## config.mk

```make
export PLATFORM = sky130hd
export DESIGN_NAME = wi_write_gate
export DESIGN_NICKNAME = d
export VERILOG_FILES = /design/src/rtl/wi_pkg.sv /design/src/rtl/wi_sync.sv /design/src/rtl/wi_glitch_filter.sv /design/src/rtl/wi_write_qual.sv /design/src/rtl/wi_write_gate.sv
export SDC_FILE = /design/constraint.sdc
export NUM_CORES = 1
export LEC_CHECK = 0
export BUFFER_PORTS_ARGS = -buffer_cell sky130_fd_sc_hd__buf_4
export CAP_MARGIN = 10
export CORE_MARGIN = 2
export CORE_UTILIZATION = 52
export CTS_BUF_LIST = sky130_fd_sc_hd__clkbuf_2 sky130_fd_sc_hd__clkbuf_4 sky130_fd_sc_hd__clkbuf_8
export DETAILED_ROUTE_END_ITERATION = 10
export GPL_ROUTABILITY_DRIVEN = 0
export PLACE_DENSITY = 0.71
export SETUP_SLACK_MARGIN = 0.02
export SYNTH_ARGS = -nofsm -noshare
export SYNTH_HDL_FRONTEND = slang
export SYNTH_SLANG_ARGS = --single-unit
```

## constraint.sdc

```tcl
create_clock -name clk -period 2.5 [get_ports clk]
set_input_delay 0.125 -clock clk [delete_from_list [all_inputs] [get_ports clk]]
set_output_delay 0.125 -clock clk [all_outputs]
set_load 0.05 [all_outputs]
```

## src/rtl/wi_pkg.sv

```systemverilog
package wi_pkg;

    // Bit positions of the control pins inside the packed pin vector.
    localparam int PIN_CE  = 0;
    localparam int PIN_WE  = 1;
    localparam int PIN_OE  = 2;
    localparam int NUM_PIN = 3;

    typedef struct packed {
        logic oe_n;
        logic we_n;
        logic ce_n;
    } ctl_pins_t;

    // Width needed for a counter that reaches value n.
    function automatic int cnt_width(input int n);
        return (n < 2) ? 1 : $clog2(n + 1);
    endfunction

endpackage

```

## src/rtl/wi_sync.sv

```systemverilog
module wi_sync #(
    parameter int         W       = 1,
    parameter logic [0:0] RST_VAL = 1'b0
) (
    input  logic         clk,
    input  logic         rst,
    input  logic [W-1:0] d,
    output logic [W-1:0] q
);
    logic [W-1:0] meta;

    always_ff @(posedge clk) begin
        if (rst) begin
            meta <= {W{RST_VAL}};
            q    <= {W{RST_VAL}};
        end else begin
            meta <= d;
            q    <= meta;
        end
    end
endmodule

```

## src/rtl/wi_glitch_filter.sv

```systemverilog
module wi_glitch_filter #(
    parameter int CYC = 4
) (
    input  logic clk,
    input  logic rst,
    input  logic d,
    output logic q
);
    import wi_pkg::*;

    localparam int CW = cnt_width(CYC);
    localparam logic [CW-1:0] LAST = CW'(CYC - 1);

    logic [CW-1:0] run;

    // A new level is taken only after CYC consecutive differing samples.
    always_ff @(posedge clk) begin
        if (rst) begin
            q   <= 1'b0;
            run <= '0;
        end else if (d != q) begin
            if (run == LAST) begin
                q   <= d;
                run <= '0;
            end else begin
                run <= run + 1'b1;
            end
        end else begin
            run <= '0;
        end
    end
endmodule

```

## src/rtl/wi_write_qual.sv

```systemverilog
module wi_write_qual (
    input  logic clk,
    input  logic rst,
    input  logic ce_f,
    input  logic we_f,
    input  logic oe_f,
    input  logic vlow_s,
    output logic pu_inh,
    output logic wr_strobe,
    output logic csm_reset
);
    logic we_q, ce_q, armed;
    logic wr_ok, pair_fall, we_rise;
    logic armed_nxt, strobe_nxt;

    always_comb begin
        wr_ok     = ~ce_f & oe_f & ~vlow_s & ~pu_inh;
        pair_fall = ~we_f & ~ce_f & (we_q | ce_q);
        we_rise   = we_f & ~we_q;

        if (!wr_ok)         armed_nxt = 1'b0;
        else if (we_rise)   armed_nxt = 1'b0;
        else if (pair_fall) armed_nxt = 1'b1;
        else                armed_nxt = armed;

        strobe_nxt = we_rise & armed & wr_ok;
    end

    always_ff @(posedge clk) begin
        if (rst) begin
            we_q      <= 1'b0;
            ce_q      <= 1'b0;
            pu_inh    <= 1'b1;
            armed     <= 1'b0;
            wr_strobe <= 1'b0;
            csm_reset <= 1'b1;
        end else begin
            we_q      <= we_f;
            ce_q      <= ce_f;
            if (we_f | ce_f) pu_inh <= 1'b0;
            armed     <= armed_nxt;
            wr_strobe <= strobe_nxt;
            csm_reset <= vlow_s;
        end
    end
endmodule

```

## src/rtl/wi_write_gate.sv

```systemverilog
module wi_write_gate #(
    parameter int FILT_CYC = 4
) (
    input  logic clk,
    input  logic rst,
    input  logic ce_n,
    input  logic we_n,
    input  logic oe_n,
    input  logic low_supply,
    output logic wr_strobe,
    output logic csm_reset
);
    import wi_pkg::*;

    ctl_pins_t            pin_raw;
    logic [NUM_PIN-1:0]   sync_v;
    logic [NUM_PIN-1:0]   filt_v;
    logic                 vlow_s;
    logic                 pu_inh;

    assign pin_raw = '{oe_n: oe_n, we_n: we_n, ce_n: ce_n};

    wi_sync #(.W(NUM_PIN), .RST_VAL(1'b0)) u_sync_pins (
        .clk (clk),
        .rst (rst),
        .d   (pin_raw),
        .q   (sync_v)
    );

    // Supply indicator assumes lockout until proven otherwise.
    wi_sync #(.W(1), .RST_VAL(1'b1)) u_sync_vlow (
        .clk (clk),
        .rst (rst),
        .d   (low_supply),
        .q   (vlow_s)
    );

    for (genvar i = 0; i < NUM_PIN; i++) begin : g_filt
        wi_glitch_filter #(.CYC(FILT_CYC)) u_filt (
            .clk (clk),
            .rst (rst),
            .d   (sync_v[i]),
            .q   (filt_v[i])
        );
    end

    wi_write_qual u_qual (
        .clk       (clk),
        .rst       (rst),
        .ce_f      (filt_v[PIN_CE]),
        .we_f      (filt_v[PIN_WE]),
        .oe_f      (filt_v[PIN_OE]),
        .vlow_s    (vlow_s),
        .pu_inh    (pu_inh),
        .wr_strobe (wr_strobe),
        .csm_reset (csm_reset)
    );
endmodule

```

; ---- Yosys cells after proc, flatten, opt, wreduce, memory -nomap -nowiden
; Cells that the tools add are included.
[word_totals]
reg_bits = 26
inputBits = 6
out_inout_bits = 2
wordCells = 51
[op_classes]
addsub = 3
eq_ne = 6
bitwise_logic = 19
n_reduce_logical = 7
[ops]
columns = cell, count
row1 = OR reduction 3 bit, 4
row2 = adder 3 x 1 -> 3 bit (second input constant), 3
row3 = equality test 3 x 2 -> 1 bit (second input constant), 3
row4 = inverter 1 bit, 9
row5 = bitwise AND 1 bit, 8
row6 = AND reduction 2 bit, 3
row7 = inequality test 1 bit, 3
row8 = OR 1 bit, 2

; ---- Depth between registers and ports, before layout
; Gate-level depths: netlist (run 1).
[logic_depth]
word_depth = 6
depth_mapped = 4
depth_no_buf = 4

; ---- Hierarchy
; A second synthesis (run 1) with hierarchy kept.
[unflattened]
cells_unflattened = 73
area_unflattened_um2 = 880.8
[modules_own_cells]
columns = mod, instances, cells_each, area_each_um2, seq_area_each_um2
row1 = wi_glitch_filter, 3, 13, 158.9, 80.1
row2 = wi_write_qual, 1, 18, 193.9, 120.1
row3 = wi_sync (u_sync_pins), 1, 12, 157.7, 120.1
row4 = wi_sync (u_sync_vlow), 1, 4, 52.6, 40.0

; ---- Worst setup path after synthesis (run 1)
; OpenSTA, ideal clock, no wires.
[synth_timing]
path_kind = register to register
startpoint = reg g_filt[1].u_filt.run[0]
endpoint = reg g_filt[1].u_filt.run[0]
setup_ns = 0.063
t_arrival_ns = 1.159
required_time_ns = 2.437
path_slack_ns = 1.279
stages_incl_launch_ff = 5
n_path_buf = 0
period_less_slack_ns = 1.221
path_cell_list = dfxtp_1 -> ha_1 -> ha_1 -> or3_4 -> nor2_2
[synth_via]
elab_chain_len = 2
elab_cells_between_ends = 3
cone_classes = 1 x add/sub / 1 x eq/ne / 1 x reduce/logical
[synth_lines]
columns = item, line
row1 = "start, declared", wi_glitch_filter.sv:14  ; logic [CW-1:0] run;
row2 = "start signal, assigned", wi_glitch_filter.sv:26  ; run <= run + 1'b1;
row3 = branches (longest 2 deep; another with adder 3 x 1 -> 3 bit), -
; Parallel ways; which one is timed is not known.
; A chain may end at the register's enable or synchronous reset.

; ---- Final worst setup path (run 1)
[layout_timing]
startpoint = reg g_filt[2].u_filt.run[0]
endpoint = reg g_filt[2].u_filt.run[0]
[layout_via]
elab_chain_len = 2
elab_cells_between_ends = 3
cone_classes = 1 x add/sub / 1 x eq/ne / 1 x reduce/logical
[layout_lines]
columns = item, line
row1 = "start, declared", wi_glitch_filter.sv:14
row2 = "start signal, assigned", wi_glitch_filter.sv:26
row3 = branches (longest 2 deep; another with adder 3 x 1 -> 3 bit), -
; Parallel ways; which one is timed is not known.

==> results of run 1 <==
==> layout by cell type (no fill, tap or decap) <==
cell / count
mux2i_1: 3
or3_1: 2
nor3_1: 2
ha_1: 6
buf_4: 7
xnor2_1: 3
nor4_1: 1
clkbuf_4: 3
or3_4: 1
nand2_1: 3
a211oi_1: 1
nor2_1: 10
clkbuf_8: 1
nor2_2: 3
or2_2: 3
inv_1: 6
nor2b_1: 8
a21o_1: 1
dfxtp_1: 26
dlygate4sd3_1: 1
==> registers in the layout, indices dropped and copies added, names as in the netlist <==
| register | flops |
|---|---|
| u_qual.we_q | 1 |
| u_sync_vlow.q | 1 |
| u_qual.ce_q | 1 |
| u_qual.csm_reset | 1 |
| u_sync_pins.meta | 3 |
| u_qual.wr_strobe | 1 |
| u_sync_vlow.meta | 1 |
| u_sync_pins.q | 3 |
| u_qual.armed | 1 |
| u_qual.pu_inh | 1 |
| g_filt.u_filt.run | 9 |
| g_filt.u_filt.q | 3 |
==> what timing repair did <==
item                                   CTS  global route
hold buffers                             1             0
setup buffers                            0             0
endpoints found under the hold margin    1             0
==> logic make-up (layout without fill, tap and decap cells) <==
logic type                 count (synthesis)  count (layout)
and+or+nand+nor                           33              33
DFF                                       26              26
buffers and inverters                      7              18
adders and majority gates                  6               6
xor gates and xnor gates                   3               3
muxes                                      3               3
AOI/OAI and AO/OA                          2               2
==> worst paths after layout <==
path / from / end / slack, ps / cells after the start
hold / removal: oe_n / u_sync_pins.meta[2] / 30 / 2
hold reg to reg: u_sync_vlow.meta / u_sync_vlow.q / 430 / 1
setup reg to reg: g_filt[2].u_filt.run[0] / g_filt[2].u_filt.run[0] / 1190 / 4
setup / recovery: g_filt[2].u_filt.run[0] / g_filt[2].u_filt.run[0] / 1190 / 4
==> area by class of cell <==
class / count / area [µm²] / share of cell area
well taps: 16 / 20.0 / 0.0203
flip-flops and latches: 26 / 520 / 0.529
multi-input cells: 47 / 323 / 0.328
clock buffers: 4 / 36.3 / 0.0368
inverters: 6 / 22.5 / 0.0229
repair buffers: 8 / 62.6 / 0.0635
==> metal layers <==
metal | global-route usage | wire length (µm)
met5 | 0 | 0
met4 | 0.106 | 8
met3 | 0.0240 | 31
met2 | 0.203 | 449
met1 | 0.165 | 547
==> worst max-delay path, stage by stage (launching register included) <==
cell and delay (ps):
dfxtp_1 340, ha_1 190, ha_1 200, or3_1 420
nor2_1 110
==> report_power, final <==
group	switching [W]	internal (W)
clock network	0.000114	0.0000889
logic	0.0000103	0.0000130
registers	0.00000316	0.000422
==> metrics by stage <==
stage | instance area (µm²) | total power, W | worst slack (ps) | std cells | utilization
final | 985 | 0.000651 | 1190 | 107 | 0.639
after floorplan | 870 | 0.000447 | 1280 | 80 | -
after global placement | 938 | 0.000456 | 1230 | 102 | 0.609
after detailed placement | 938 | 0.000457 | 1190 | 102 | 0.609
after CTS | 985 | 0.000659 | 1160 | 107 | 0.639
after global routing | 985 | 0.000674 | 1100 | 107 | 0.639
==> impl_metrics.py, run 1 <==
metrics = {
    "synthesis": {
        "synth-async-reset-ratio": 0,
        "synthSimpleGateAreaFrac": 0.203,
        "syn_area_per_cell_um2": 10.9,
        "ys_seq_elements": 26,
        "synth_edf_count": 0,
        "yosys.area_share.adder": 0.0863,
        "post_synthesis_compound_gate_area_fraction": 0.0173,
        "ys.flop_type": "dfxtp_1",
        "syn-instance-count": 80,
        "synth_cell_types": 17,
        "biggest_area_consumer_among_synthesized_cells": "dfxtp_1",
        "synthesis.area_um2": 870,
        "synth_top_family_by_area": "simple AND/OR/NAND/NOR gates",
        "yosys-mux-area-fraction": 0.0345,
        "post-synth-top-area-fraction": 0.599,
        "synth_xor_area_frac": 0.0302,
        "synth.top_cells.by_area": "dfxtp_1, ha_1, nor2b_1",
        "most_frequent_cell_after_synthesis": "dfxtp_1",
        "synth-seq-area-share": 0.599,
        "synthesis.yosys.warnings": 0,
        "syn-num-nets": 92,
        "synth_top_cells_by_count": "dfxtp_1, nor2_1, nor2b_1",
    },
    "worst_setup_path": {
        "path_class": "reg -> reg",
        "worstSetupStartpointType": "flop",
        "crit_path_end_kind": "flop",
        "required_time_of_the_worst_setup_path_ps": 2750,
        "worst_ep_arrival_time_ps": 1560,
        "crit_fanout": 3,
    },
    "sta": {
        "post-route-period-util": 0.525,
        "fmaxAchievable_ghz": 0.762,
        "final-setup-viol-count": 0,
        "final_max_slew_viol_count": 0,
        "fin_worst_hold_slack_ps": 31.1,
        "unrepaired_setup_endpoints_after_global_routing": "no",
        "relSlewSlack": 0.778,
        "clock-skew-final_ps": 4.85,
        "layout_min_cycle_time_ps": 1310,
        "final-hold-violation-count": 0,
        "max_slew.worst_pin.slew_ps": 329,
        "setup_total_negative_slack_ps": 0,
    },
    "detailed_routing": {
        "dr_total_vias": 507,
        "detail_route.drc_violations": 0,
        "vias_per_cell": 4.74,
        "first_iter_violations": 1,
        "wl_per_cell_um": 9.68,
        "route.final.wire_length_um": 1040,
        "detailedRoute.firstPassIterationCount": 3,
        "ant_nets": 0,
    },
    "placement": {
        "io_buffer_count": 7,
        "detailed_place_hpwl_um": 732,
    },
    "global_route": {
        "global_route_wire_length_before_repair_um": 1920,
        "grt_start_max_net_pins": 20,
        "grt_use_total": 0.133,
        "globalRouteOverflowTotal": 0,
        "grt_pass1_vias": 488,
        "antenna_found_initial": 0,
    },
    "cells_and_area": {
        "final_layout_size_suffix_gt1_frac": 0.198,
        "finalNetCount": 104,
        "count_of_inserted_antenna_diode_cells": 0,
        "synthToLayoutAreaGrowth_pct": 13.2,
        "n_fill_cell": 127,
    },
    "floorplan": {
        "floorplan.rows": 14,
        "top_level_ports": 8,
        "effective_utilization_at_floorplan": 0.564,
        "core_area_mm2": 0.00154,
        "design.die.area_mm2": 0.00202,
        "die_h_um": 44.9,
        "die_w_um": 44.9,
    },
    "pwr": {
        "cellPowerDensity_mw_per_mm2": 661,
        "static-leakage-power_nw": 0.384,
        "maximum_vdd_drop_mv": 0.432,
    },
    "cts": {
        "max-clock-path-buffers": 2,
        "worst_skew_pair.late_latency_ps": 310,
        "cts_sinks": 26,
        "clockRootBuffer": "clkbuf_4",
        "cts_tree": "yes",
        "cts.clk_slew.worst_paths_ps": 130,
        "cts-resized-gates": 0,
        "ctsHtreeMaxLevel": 1,
        "tritoncts_buffer_count": 3,
    },
    "outcome": {
        "outcome": "finished clean",
    },
    "worst_hold_path": {
        "hold_path_class": "in -> reg",
    },
    "job": {
        "maxCapViolCount": 0,
    },
}
Note: power is estimated with default switching activity, not from simulation.
==> run 2: changes to the inputs <==
--- a/config.mk
+++ b/config.mk
@@ -12,7 +12,7 @@
 export CTS_BUF_LIST = sky130_fd_sc_hd__clkbuf_2 sky130_fd_sc_hd__clkbuf_4 sky130_fd_sc_hd__clkbuf_8
 export DETAILED_ROUTE_END_ITERATION = 10
 export GPL_ROUTABILITY_DRIVEN = 0
-export PLACE_DENSITY = 0.71
+export PLACE_DENSITY = 0.74
 export SETUP_SLACK_MARGIN = 0.02
 export SYNTH_ARGS = -nofsm -noshare
 export SYNTH_HDL_FRONTEND = slang
==> constraint.sdc (replaced) <==
create_clock -name clk -period 1.1 [get_ports clk]
set_input_delay 0.055 -clock clk [delete_from_list [all_inputs] [get_ports clk]]
set_output_delay 0.055 -clock clk [all_outputs]
set_load 0.05 [all_outputs]
==> run 2 against run 1 <==
- the flow now finishes with violations (negative setup slack)
- register-to-register slack lost 1300 ps
- count of clock-buffer cells in the layout shrank 1
- setup slack lost 1300 ps
- critical path depth is the same
- die area is the same
- sequential share of layout area shrank 8.5 points
- critical endpoint is now g_filt[1].u_filt.run[1]
- design area grew 21%
- critical path type unchanged
- final cell count grew 7.5%
- via count grew 13%
==> impl_metrics.py, run 2 (synthesis results as in run 1) <==
metrics = {
    "detailed_routing": {
        "dr_total_vias": 574,
        "wl_per_cell_um": 11.6,
        "vias_per_cell": 4.99,
        "ant_nets": 0,
        "detail_route.drc_violations": 0,
        "first_iter_violations": 1,
        "route.final.wire_length_um": 1340,
        "detailedRoute.firstPassIterationCount": 2,
    },
    "cells_and_area": {
        "most_common_library_cell_in_the_layout_ignoring_fill_and_taps": "dfxtp_1",
        "finalNetCount": 112,
        "count_of_inserted_antenna_diode_cells": 0,
        "max_flop_register": "g_filt.u_filt.run",
        "final_layout_size_suffix_gt1_frac": 0.434,
        "largest_reg_flops": 9,
        "synthToLayoutAreaGrowth_pct": 37.0,
        "layout.cells.most_common_list": "dfxtp_1, buf_4, nor2b_1",
    },
    "global_route": {
        "grt_use_total": 0.159,
        "global_route_wire_length_before_repair_um": 2210,
        "grt_start_max_net_pins": 20,
        "globalRouteOverflowTotal": 0,
        "grt_pass1_vias": 571,
        "antenna_found_initial": 0,
    },
    "sta": {
        "relSlewSlack": 0.857,
        "post-route-period-util": 1.06,
        "final-hold-violation-count": 0,
        "final-setup-viol-count": 9,
        "final_max_slew_viol_count": 0,
        "clock-skew-final_ps": 4.35,
        "unrepaired_setup_endpoints_after_global_routing": "yes",
        "layout_min_cycle_time_ps": 1170,
        "fmaxAchievable_ghz": 0.858,
        "setup_total_negative_slack_ps": -444,
        "max_slew.worst_pin.slew_ps": 213,
        "post-route-worst-setup-slack_ps": -65.4,
    },
    "worst_setup_path": {
        "crit_fanout": 3,
        "crit_chain": "ha_4 > ha_4 > or3_4 > nor2_2",
        "worst_ep_arrival_time_ps": 1440,
        "required_time_of_the_worst_setup_path_ps": 1370,
        "path_class": "reg -> reg",
        "critPathMostFrequentCell": "ha_4",
        "slowest_delay_ps": 360,
        "crit_path_end_kind": "flop",
        "crit_path_top_delay_cell": "dfxtp_2",
        "worstSetupStartpointType": "flop",
    },
    "cts": {
        "tritoncts_buffer_count": 3,
        "cts_tree": "yes",
        "worst_skew_pair.late_latency_ps": 330,
        "ctsHtreeMaxLevel": 1,
        "max-clock-path-buffers": 2,
        "cts.clk_slew.worst_paths_ps": 140,
        "clockRootBuffer": "clkbuf_4",
        "cts_sinks": 26,
        "post_cts_buffers": 0,
    },
    "pwr": {
        "combPwrFrac": 0.041,
        "power.switching_w": 0.000317,
        "cellPowerDensity_mw_per_mm2": 1420,
        "power_report.internal_total_w": 0.00137,
        "maximum_vdd_drop_mv": 1.00,
        "power.sequential.fraction": 0.575,
        "sw_frac_of_total": 0.188,
        "power_frac_clock": 0.384,
        "static-leakage-power_nw": 0.430,
    },
    "placement": {
        "dp_worst_setup_slack_ps": -77.9,
        "detailed_place_hpwl_um": 849,
        "io_buffer_count": 7,
    },
    "floorplan": {
        "die_h_um": 44.9,
        "die_w_um": 44.9,
        "core_area_mm2": 0.00154,
        "design.die.area_mm2": 0.00202,
        "effective_utilization_at_floorplan": 0.564,
        "top_level_ports": 8,
        "floorplan.rows": 14,
    },
    "worst_hold_path": {
        "hold_path_class": "in -> reg",
    },
    "job": {
        "maxCapViolCount": 0,
    },
    "outcome": {
        "outcome": "finished with violations",
        "violations": "negative setup slack",
    },
}
run 2: cell count changes in the layout (fill, tap and decap cells not counted), sizes merged:
cell	change
buf	+5
bufinv	+1
clkbuf	-1
dlygate4sd3	+3
run 2: final cells by class:
class,instances,area (µm²)
fill,110,350
multi-input combinational,47,438
tap,16,20.0
timing repair buffer,16,130
sequential,26,528
inverter,6,22.5
clock buffer,3,22.5
clock inverter,1,30.0
run 2: routing by layer:
layer	part of all wire	up-vias	GRT usage	wire, µm
met5	0	-	0	0
li1	-	290	-	-
met2	0.52	12	0.272	693
met3	0.034	7	0.0280	45
met4	0.044	0	0.141	59
met1	0.40	265	0.166	538
run 2: critical path, delay by kind of cell, from the launching register on:
family	cells	cell delay (ps)
and+or+nand+nor	2	450
DFF	1	360
adders and majority gates	2	310
run 2: timing repair:
item / in CTS / in global routing
hold buffers: 4 / 0
pin swaps: 6 / 3
hold endpoints to repair: 4 / 0
resized for setup: 3 / 7
setup endpoints to repair: 12 / 13
run 2: power groups by stage:
stage	logic (W)	registers [W]	clock network, W
floorplan	0.0000280	0.000991	0
global placement	0.0000539	0.000988	0
CTS	0.0000683	0.000969	0.000669
finish	0.0000694	0.000970	0.000648
global route	0.0000766	0.000972	0.000681
detailed placement	0.0000562	0.000989	0
run 2: per-stage QoR:
stage                     std cells  hold WS, ps  instance area [µm²]  total power (W)  utilization
final                           115         23.1                 1190          0.00169        0.773
after global placement          107          242                 1060          0.00104        0.685
after CTS                       115         8.78                 1170          0.00171        0.756
after floorplan                  80          127                  950          0.00102            -
after detailed placement        107          244                 1060          0.00105        0.685
after global routing            115         29.5                 1190          0.00173        0.773
run 2: final timing paths:
| kind | to | from | cells past startpoint | slack [ps] |
|---|---|---|---|---|
| worst min register to register | u_sync_vlow.q | u_sync_vlow.meta | 1 | 430 |
| worst max register to register | g_filt[1].u_filt.run[1] | g_filt[1].u_filt.run[0] | 4 | -70 |
| worst max-delay path | g_filt[1].u_filt.run[1] | g_filt[1].u_filt.run[0] | 4 | -70 |
| worst min-delay path | g_filt[0].u_filt.q | rst | 2 | 20 |
